[config.mk]
export PLATFORM = sky130hd
export DESIGN_NAME = bitbr_exec_unit
export DESIGN_NICKNAME = d
export VERILOG_FILES = /design/src/rtl/bitbr_pkg.sv /design/src/rtl/bitbr_cond.sv /design/src/rtl/bitbr_target.sv /design/src/rtl/bitbr_ctrl.sv /design/src/rtl/bitbr_exec_unit.sv
export SDC_FILE = /design/constraint.sdc
export NUM_CORES = 1
export LEC_CHECK = 0
export CAP_MARGIN = 20
export CORE_MARGIN = 10
export CORE_UTILIZATION = 44
export CTS_CLUSTER_DIAMETER = 120
export DETAILED_ROUTE_END_ITERATION = 8
export MAX_ROUTING_LAYER = met4
export PLACE_DENSITY = 0.85
export REMOVE_ABC_BUFFERS = 1
export SLEW_MARGIN = 15
export SYNTH_ARGS = -nofsm -noshare
export SYNTH_HDL_FRONTEND = slang
export SYNTH_SLANG_ARGS = --single-unit
[constraint.sdc]
create_clock -name clk -period 3.3 [get_ports clk]
set_input_delay 0.33 -clock clk [delete_from_list [all_inputs] [get_ports clk]]
set_output_delay 0.33 -clock clk [all_outputs]
set_load 0.02 [all_outputs]
[src/rtl/bitbr_pkg.sv]
package bitbr_pkg;

    typedef enum logic [3:0] {
        OP_NOP        = 4'd0,
        OP_BR_ONE     = 4'd1,
        OP_BR_ZERO    = 4'd2,
        OP_BR_TSTCLR  = 4'd3,
        OP_DEC_LOOP   = 4'd4,
        OP_BANK_SEL   = 4'd5,
        OP_INT_ON     = 4'd6,
        OP_INT_OFF    = 4'd7,
        OP_REQ_HALT   = 4'd8,
        OP_REQ_STOP   = 4'd9
    } op_e;

    typedef enum logic [1:0] {
        CTL_NONE = 2'd0,
        CTL_HALT = 2'd1,
        CTL_STOP = 2'd2
    } sleep_e;

    function automatic logic is_cond_branch(input op_e op);
        return (op == OP_BR_ONE) || (op == OP_BR_ZERO) ||
               (op == OP_BR_TSTCLR) || (op == OP_DEC_LOOP);
    endfunction

    function automatic op_e decode_op(input logic [3:0] raw);
        op_e o;
        case (raw)
            4'd1:    o = OP_BR_ONE;
            4'd2:    o = OP_BR_ZERO;
            4'd3:    o = OP_BR_TSTCLR;
            4'd4:    o = OP_DEC_LOOP;
            4'd5:    o = OP_BANK_SEL;
            4'd6:    o = OP_INT_ON;
            4'd7:    o = OP_INT_OFF;
            4'd8:    o = OP_REQ_HALT;
            4'd9:    o = OP_REQ_STOP;
            default: o = OP_NOP;
        endcase
        return o;
    endfunction

endpackage

[src/rtl/bitbr_cond.sv]
module bitbr_cond
    import bitbr_pkg::*;
#(
    parameter int DATA_W = 8,
    localparam int IDX_W = $clog2(DATA_W)
) (
    input  op_e               op_i,
    input  logic [DATA_W-1:0] opnd_i,
    input  logic [IDX_W-1:0]  bit_idx_i,
    output logic              take_o,
    output logic              wb_en_o,
    output logic [DATA_W-1:0] wb_data_o
);

    logic [DATA_W-1:0] onehot;
    logic [DATA_W-1:0] counter_dec;
    logic              sel_bit;

    // one-hot mask of the tested bit, built per lane
    for (genvar g = 0; g < DATA_W; g++) begin : g_mask
        assign onehot[g] = (bit_idx_i == IDX_W'(g));
    end

    assign sel_bit     = |(opnd_i & onehot);
    assign counter_dec = opnd_i - DATA_W'(1);

    always_comb begin
        take_o    = 1'b0;
        wb_en_o   = 1'b0;
        wb_data_o = opnd_i;
        case (op_i)
            OP_BR_ONE:  take_o = sel_bit;
            OP_BR_ZERO: take_o = ~sel_bit;
            OP_BR_TSTCLR: begin
                take_o    = sel_bit;
                wb_en_o   = sel_bit;
                wb_data_o = opnd_i & ~onehot;
            end
            OP_DEC_LOOP: begin
                // a zero counter wraps to all ones and keeps looping
                take_o    = |counter_dec;
                wb_en_o   = 1'b1;
                wb_data_o = counter_dec;
            end
            default: ;
        endcase
    end

endmodule

[src/rtl/bitbr_target.sv]
module bitbr_target #(
    parameter int PC_W   = 16,
    parameter int DISP_W = 8,
    parameter int LEN_W  = 3
) (
    input  logic [PC_W-1:0]   pc_i,
    input  logic [LEN_W-1:0]  len_i,
    input  logic [DISP_W-1:0] disp_i,
    input  logic              take_i,
    output logic [PC_W-1:0]   next_pc_o
);

    localparam int EXT_W = PC_W - DISP_W;

    logic [PC_W-1:0] seq_pc;
    logic [PC_W-1:0] disp_ext;
    logic [PC_W-1:0] jump_pc;

    // base of every branch is the address after this instruction
    assign seq_pc   = pc_i + PC_W'(len_i);
    assign disp_ext = {{EXT_W{disp_i[DISP_W-1]}}, disp_i};
    assign jump_pc  = seq_pc + disp_ext;
    assign next_pc_o = take_i ? jump_pc : seq_pc;

endmodule

[src/rtl/bitbr_ctrl.sv]
module bitbr_ctrl
    import bitbr_pkg::*;
#(
    parameter int BANK_W = 2
) (
    input  logic              clk,
    input  logic              rst,
    input  logic              valid_i,
    input  op_e               op_i,
    input  logic [BANK_W-1:0] bank_i,
    output logic              ie_o,
    output logic [BANK_W-1:0] bank_o,
    output logic              halt_req_o,
    output logic              stop_req_o
);

    sleep_e sleep_q;

    always_ff @(posedge clk) begin
        if (rst) begin
            ie_o    <= 1'b0;
            bank_o  <= '0;
            sleep_q <= CTL_NONE;
        end else begin
            sleep_q <= CTL_NONE;
            if (valid_i) begin
                case (op_i)
                    OP_BANK_SEL: bank_o  <= bank_i;
                    OP_INT_ON:   ie_o    <= 1'b1;
                    OP_INT_OFF:  ie_o    <= 1'b0;
                    OP_REQ_HALT: sleep_q <= CTL_HALT;
                    OP_REQ_STOP: sleep_q <= CTL_STOP;
                    default: ;
                endcase
            end
        end
    end

    assign halt_req_o = (sleep_q == CTL_HALT);
    assign stop_req_o = (sleep_q == CTL_STOP);

endmodule

[src/rtl/bitbr_exec_unit.sv]
module bitbr_exec_unit
    import bitbr_pkg::*;
#(
    parameter int PC_W   = 16,
    parameter int DATA_W = 8,
    parameter int DISP_W = 8,
    parameter int LEN_W  = 3,
    parameter int BANK_W = 2,
    localparam int IDX_W = $clog2(DATA_W)
) (
    input  logic              clk,
    input  logic              rst,
    input  logic              valid_i,
    input  logic [3:0]        op_i,
    input  logic [LEN_W-1:0]  len_i,
    input  logic [DISP_W-1:0] disp_i,
    input  logic [PC_W-1:0]   pc_i,
    input  logic [DATA_W-1:0] opnd_i,
    input  logic [IDX_W-1:0]  bit_idx_i,
    input  logic [BANK_W-1:0] bank_i,
    output logic [PC_W-1:0]   pc_next_o,
    output logic              taken_o,
    output logic              wb_en_o,
    output logic [DATA_W-1:0] wb_data_o,
    output logic              ie_o,
    output logic [BANK_W-1:0] bank_o,
    output logic              halt_req_o,
    output logic              stop_req_o,
    output logic              done_o
);

    op_e               op_dec;
    logic              take_c;
    logic              wb_en_c;
    logic [DATA_W-1:0] wb_data_c;
    logic [PC_W-1:0]   next_pc_c;

    assign op_dec = decode_op(op_i);

    bitbr_cond #(.DATA_W(DATA_W)) i_cond (
        .op_i      (op_dec),
        .opnd_i    (opnd_i),
        .bit_idx_i (bit_idx_i),
        .take_o    (take_c),
        .wb_en_o   (wb_en_c),
        .wb_data_o (wb_data_c)
    );

    bitbr_target #(.PC_W(PC_W), .DISP_W(DISP_W), .LEN_W(LEN_W)) i_target (
        .pc_i      (pc_i),
        .len_i     (len_i),
        .disp_i    (disp_i),
        .take_i    (take_c),
        .next_pc_o (next_pc_c)
    );

    bitbr_ctrl #(.BANK_W(BANK_W)) i_ctrl (
        .clk        (clk),
        .rst        (rst),
        .valid_i    (valid_i),
        .op_i       (op_dec),
        .bank_i     (bank_i),
        .ie_o       (ie_o),
        .bank_o     (bank_o),
        .halt_req_o (halt_req_o),
        .stop_req_o (stop_req_o)
    );

    always_ff @(posedge clk) begin
        if (rst) begin
            pc_next_o <= '0;
            taken_o   <= 1'b0;
            wb_en_o   <= 1'b0;
            wb_data_o <= '0;
            done_o    <= 1'b0;
        end else begin
            done_o  <= valid_i;
            taken_o <= valid_i & take_c & is_cond_branch(op_dec);
            wb_en_o <= valid_i & wb_en_c;
            if (valid_i) begin
                pc_next_o <= next_pc_c;
                wb_data_o <= wb_data_c;
            end
        end
    end

endmodule

# Word-level counts from Yosys, hierarchy flattened
# Memories as Yosys holds them, arrays and structs flattened.
# Index checks and enable logic that the tools add are counted.
[totals]
out_inout_bits = 32
wordCells = 55
memories = 1
romBits = 64
input_bits = 47
ff_bits = 32
[classes]
n_eq_ne = 18
muxes = 6
n_reduce_logical = 11
n_bitwise = 8
n_addsub = 3
[memory_table]
columns = ["memory", "depth", "word_bits", "rd", "rd_ports_with_merged_regs", "wr", "line_no", "rtl"]
rows = [
  ["(no name shown)", 16, 4, 1, 0, 0, "bitbr_pkg.sv:29", "case (raw)"],
]
[ops]
columns = ["cell", "count"]
rows = [
  ["adder 16 bit", 1],
  ["adder 16 x 3 -> 16 bit", 1],
  ["AND 8 bit", 2],
  ["== test 4 x 3 -> 1 bit, second input constant", 4],
  ["two-way mux 16 bit", 1],
  ["case mux 8 bit (2 select lines)", 1],
  ["OR reduction 8 bit", 2],
  ["== test 3 bit, second input constant", 4],
  ["== test 4 x 2 -> 1 bit, second input constant", 2],
  ["== test 4 bit, second input constant", 2],
  ["NOT 8 bit", 1],
  ["subtractor 8 x 1 -> 8 bit, second input constant", 1],
  ["== test 3 x 2 -> 1 bit, second input constant", 2],
  ["== test 4 x 1 -> 1 bit, second input constant", 1],
  ["case mux 1 bit (2 select lines)", 2],
  ["case mux 2 bit (2 select lines)", 1],
  ["AND reduction 2 bit", 2],
  ["OR reduction 2 bit", 2],
  ["AND 1 bit", 3],
  ["== test 3 x 1 -> 1 bit, second input constant", 1],
  ["logical NOT 3 bit", 1],
  ["logical OR 1 bit", 3],
  ["case mux 1 bit (3 select lines)", 1],
  ["== test 2 x 1 -> 1 bit, second input constant", 1],
  ["other kinds (3)", 4],
]

# Logic depth before layout (Yosys ltp)
[logic_depth]
word_depth = 7
depth_mapped = 14
depth_no_buf = 14

# Modules after synthesis
# A second synthesis with hierarchy kept.
[hier_totals]
hier_cells = 339
hier_area_um2 = 2964.1
[by_module_without_submodules]
columns = ["module", "instances", "cells_each", "seq_area_each_um2", "area_per_inst_um2"]
rows = [
  ["bitbr_target", 1, 162, 0.0, 1277.5],
  ["bitbr_exec_unit", 1, 92, 540.5, 1014.7],
  ["bitbr_cond", 1, 64, 0.0, 441.7],
  ["bitbr_ctrl", 1, 21, 100.1, 230.2],
]

# Least setup slack after synthesis
# Ideal clock, no wire load.
[synth_path]
path_kind = "input-to-reg"
start = "in len_i[0]"
end = "reg pc_next_o[13]"
n_path_buf = 0
setup_ps = 92
slack_ps = 141
stages = 14
t_arrival_ps = 3067
t_required_ps = 3208
path_cell_list = "ha_1 -> fa_1 -> a21o_1 -> nand4_1 -> nor2_1 -> xor2_1 -> ha_1 -> a21oi_1 -> o21ai_0 -> or3_1 -> o21ai_0 -> and3_1 -> nor4_1 -> nor4_1"
[synth_between]
elab_chain_len = 3
[synth_lines]
columns = ["item", "line_no", "rtl"]
rows = [
  ["from (decl)", "bitbr_exec_unit.sv:15", "input logic [LEN_W-1:0] len_i,"],
  ["adder 16 x 3 -> 16 bit (*)", "bitbr_target.sv:20", "assign seq_pc = pc_i + PC_W'(len_i);"],
  ["adder 16 bit", "bitbr_target.sv:22", "assign jump_pc = seq_pc + disp_ext;"],
  ["two-way mux 16 bit (*)", "bitbr_target.sv:23", "assign next_pc_o = take_i ? jump_pc : seq_pc;"],
  ["to (signal assigned)", "bitbr_exec_unit.sv:81", "pc_next_o <= next_pc_c;"],
  ["to (decl)", "bitbr_exec_unit.sv:21", "output logic [PC_W-1:0] pc_next_o,"],
]
# Every way passes the cells marked *; elsewhere a longest branch is shown, timed or not.
# A chain may end at the register's enable or synchronous reset.

# Worst setup path in the final report
[layout_path]
start = "in pc_i[2]"
end = "reg pc_next_o[15]"
[layout_between]
elab_chain_len = 3
[layout_lines]
columns = ["item", "line_no", "rtl"]
rows = [
  ["from (decl)", "bitbr_exec_unit.sv:17", "input logic [PC_W-1:0] pc_i,"],
  ["adder 16 x 3 -> 16 bit (*)", "bitbr_target.sv:20", ""],
  ["adder 16 bit", "bitbr_target.sv:22", ""],
  ["two-way mux 16 bit (*)", "bitbr_target.sv:23", ""],
]
# Marks and branches as above.

==> run summary <==
status: completed
synthesized flop and latch total: 32
core area: 5990 um^2
WL final: 9270 um
synth top area cells: dfxtp_1 23%, ha_1 9.6%, mux2i_1 5.8%, nor2_1 5.5%, xnor2_1 5.1%
crit-path max FO: 5
total gr overflow: 0
DRC: 0
FMAX: 0.318 GHz
number of max-cap violations: 0
critical path's top delay family: buffers and inverters
post-route ant nets: 0
largest net degree at the start of global routing: 40
Synth Flop Type: dfxtp_1
Die H: 98.9 um
Core Rows: 28
Syn Inst Count: 335
Tcrit/Tclk final: 95.2%
Post-Route Utilization: 69.4%
n_diodes: 0
Commonest cells post-synth: 40 x nor2_1, 32 x dfxtp_1, 21 x ha_1, 21 x nand2_1, 19 x a21oi_1
crit path time final: 3.14 ns
worst path arrival time: 3.35 ns
Final Hold Viols: 0
TritonCTS Sinks: 32
Final #Nets: 529
Synth warnings: 0
initial cell density of the core: 45.7%
CP most frequent cell: buf_4
clk slew on worst S/H paths: 0.07 ns
slowest cell on the critical path: clkdlybuf4s50_1
critical path endpoint category: flop
maximum clock path buffer count: 2
share of layout cells above drive strength 1: 19.8%
vias in the first global route: 3097
Pwr Density: 331 nW/um^2
TritonCTS clock tree: yes
Vias/cell: 5.83
vias: 3119
Top Ports: 79
critical-path cell list: clkdlybuf4s50_1 -> ha_4 -> a21o_1 -> nand4_1 -> buf_4 -> nand2b_1 -> xnor2_2 -> ha_1 -> buf_4 -> and3_1 -> and4_1 -> o21ai_0 -> o41a_1 -> a211o_1 -> o211ai_1
clk_skew: 0 ns
synth unique cells: 55
count leader, synth: nor2_1
ys async rst share: 0%
synthesized cell area: 2740 um^2
First-pass DRT Iterations: 5
TritonCTS Buffers: 5
Synth area leader: dfxtp_1
Avg Inst Size Synth: 8.18 um^2
Hold Crit Class: reg -> reg
Required @ worst endpoint: 3.51 ns
root buf cell: clkbuf_8
maximum VDD drop: 253 uV
H-tree Lvls: 2
Iteration-0 DRC Markers: 117
CP Class: in -> reg
synth-to-layout area growth: 51.8%
worst skew pair latency: 0.28 ns
DPL Wire Length: 7050 um
PortBufs: 78
Slew @ Worst Pin: 0.573 ns
first-pass GRT wire length: 14800 um
max incr delay on CP: 0.45 ns
initial antenna violation count: 0
Tot GR Track Use: 18.2%
Slew Limit Fails: 0
Die W: 98.9 um
CP bufs+invs: 3
setup TNS: 0 ns
final setup vio count: 0
Leak Pwr: 0.00175 uW
Routability Congestion: 0.891
die area: 9780 um^2
Slew Limit Headroom: 61.5%
Avg WL per Cell: 17.3 um
share of the synthesized area in the top cell type: 23.4%
startpoint types: input pin
post-synthesis sequential area ratio: 23.4%
Post-synth EDFFs: 0
path summary, 6_finish.rpt:
check                startpoint  cells past startpoint            end  slack (ns)
setup / recovery        pc_i[2]                     15  pc_next_o[15]        0.16
hold / removal    pc_next_o[11]                      2  pc_next_o[11]        0.49
setup reg to reg  pc_next_o[12]                      3  pc_next_o[12]        2.38
hold reg to reg   pc_next_o[11]                      2  pc_next_o[11]        0.49
cell usage in the layout, fill, tap and decap left out, drive strengths merged, types with 16 or more instances in the layout:
cell type and n:
nand2 21, xnor2 16, ha 21, a21oi 19
buf 53, clkdlybuf4s50 74, o21ai 17, dfxtp 32
mux2i 16, nor2 42, a211oi 18
what timing repair did:
| item | 4_1_cts | 5_1_grt |
|---|---|---|
| setup endpoints to repair | 7 | 8 |
| buffers inserted | 1 | 3 |
| hold buffers | 0 | 0 |
| pin swaps | 4 | 15 |
| gates resized for setup | 12 | 20 |
worst register-to-register path, delay by kind of cell, from the launching register on:
kind / cells / cell delay (ns)
DFF: 1 / 0.31
AOI/OAI and AO/OA: 2 / 0.33
and+or+nand+nor: 1 / 0.16
through the flow:
stage               cells  setup WS [ns]  area (um^2)  hold slack (ns)  power (uW)
floorplan             321          0.136         2660            0.402         731
global placement      523         -0.333         3900            0.469         991
detailed placement    523         -0.480         3900            0.469        1010
CTS                   532        0.00335         4040            0.483        1340
global route          535        -0.0145         4160            0.510        1450
finish                535          0.159         4160            0.485        1380
routing by layer:
layer  routed length (um)  track usage, %  vias up
met5                    0               -        -
met4                  225            6.62        0
met3                  564            2.93       23
met2                 4770            32.5      129
met1                 3710            19.6     1479
li1                     -               -     1488
state kept, by name, summed over array words and instances (netlist names):
name,flops
taken_o,1
pc_next_o,16
i_ctrl.ie_o,1
done_o,1
wb_data_o,8
wb_en_o,1
i_ctrl.sleep_q,2
i_ctrl.bank_o,2
kinds of logic after synthesis:
kind of cell	Yosys count	synth area share [%]
and+or+nand+nor	125	23.6
AOI/OAI and AO/OA	85	20.9
DFF	32	23.4
xor gates and xnor gates	27	8.63
buffers and inverters	23	4.07
adders and majority gates	23	11.1
muxes	20	8.31
where the power goes:
group / switching (uW) / internal (uW) / leakage [uW]
combinational: 311 / 314 / 0.00144
clock: 151 / 170 / 0.0000455
sequential: 14.8 / 414 / 0.000264
cell type report:
cell class,instances,area (um^2)
Tap cell,75,93.8
Timing Repair Buffer,131,1180
Fill cell,464,1830
Sequential cell,32,641
Multi-Input combinational cell,280,2110
Clock buffer,8,90.1
Inverter,9,33.8
Note: power is estimated with default switching activity, not from simulation.
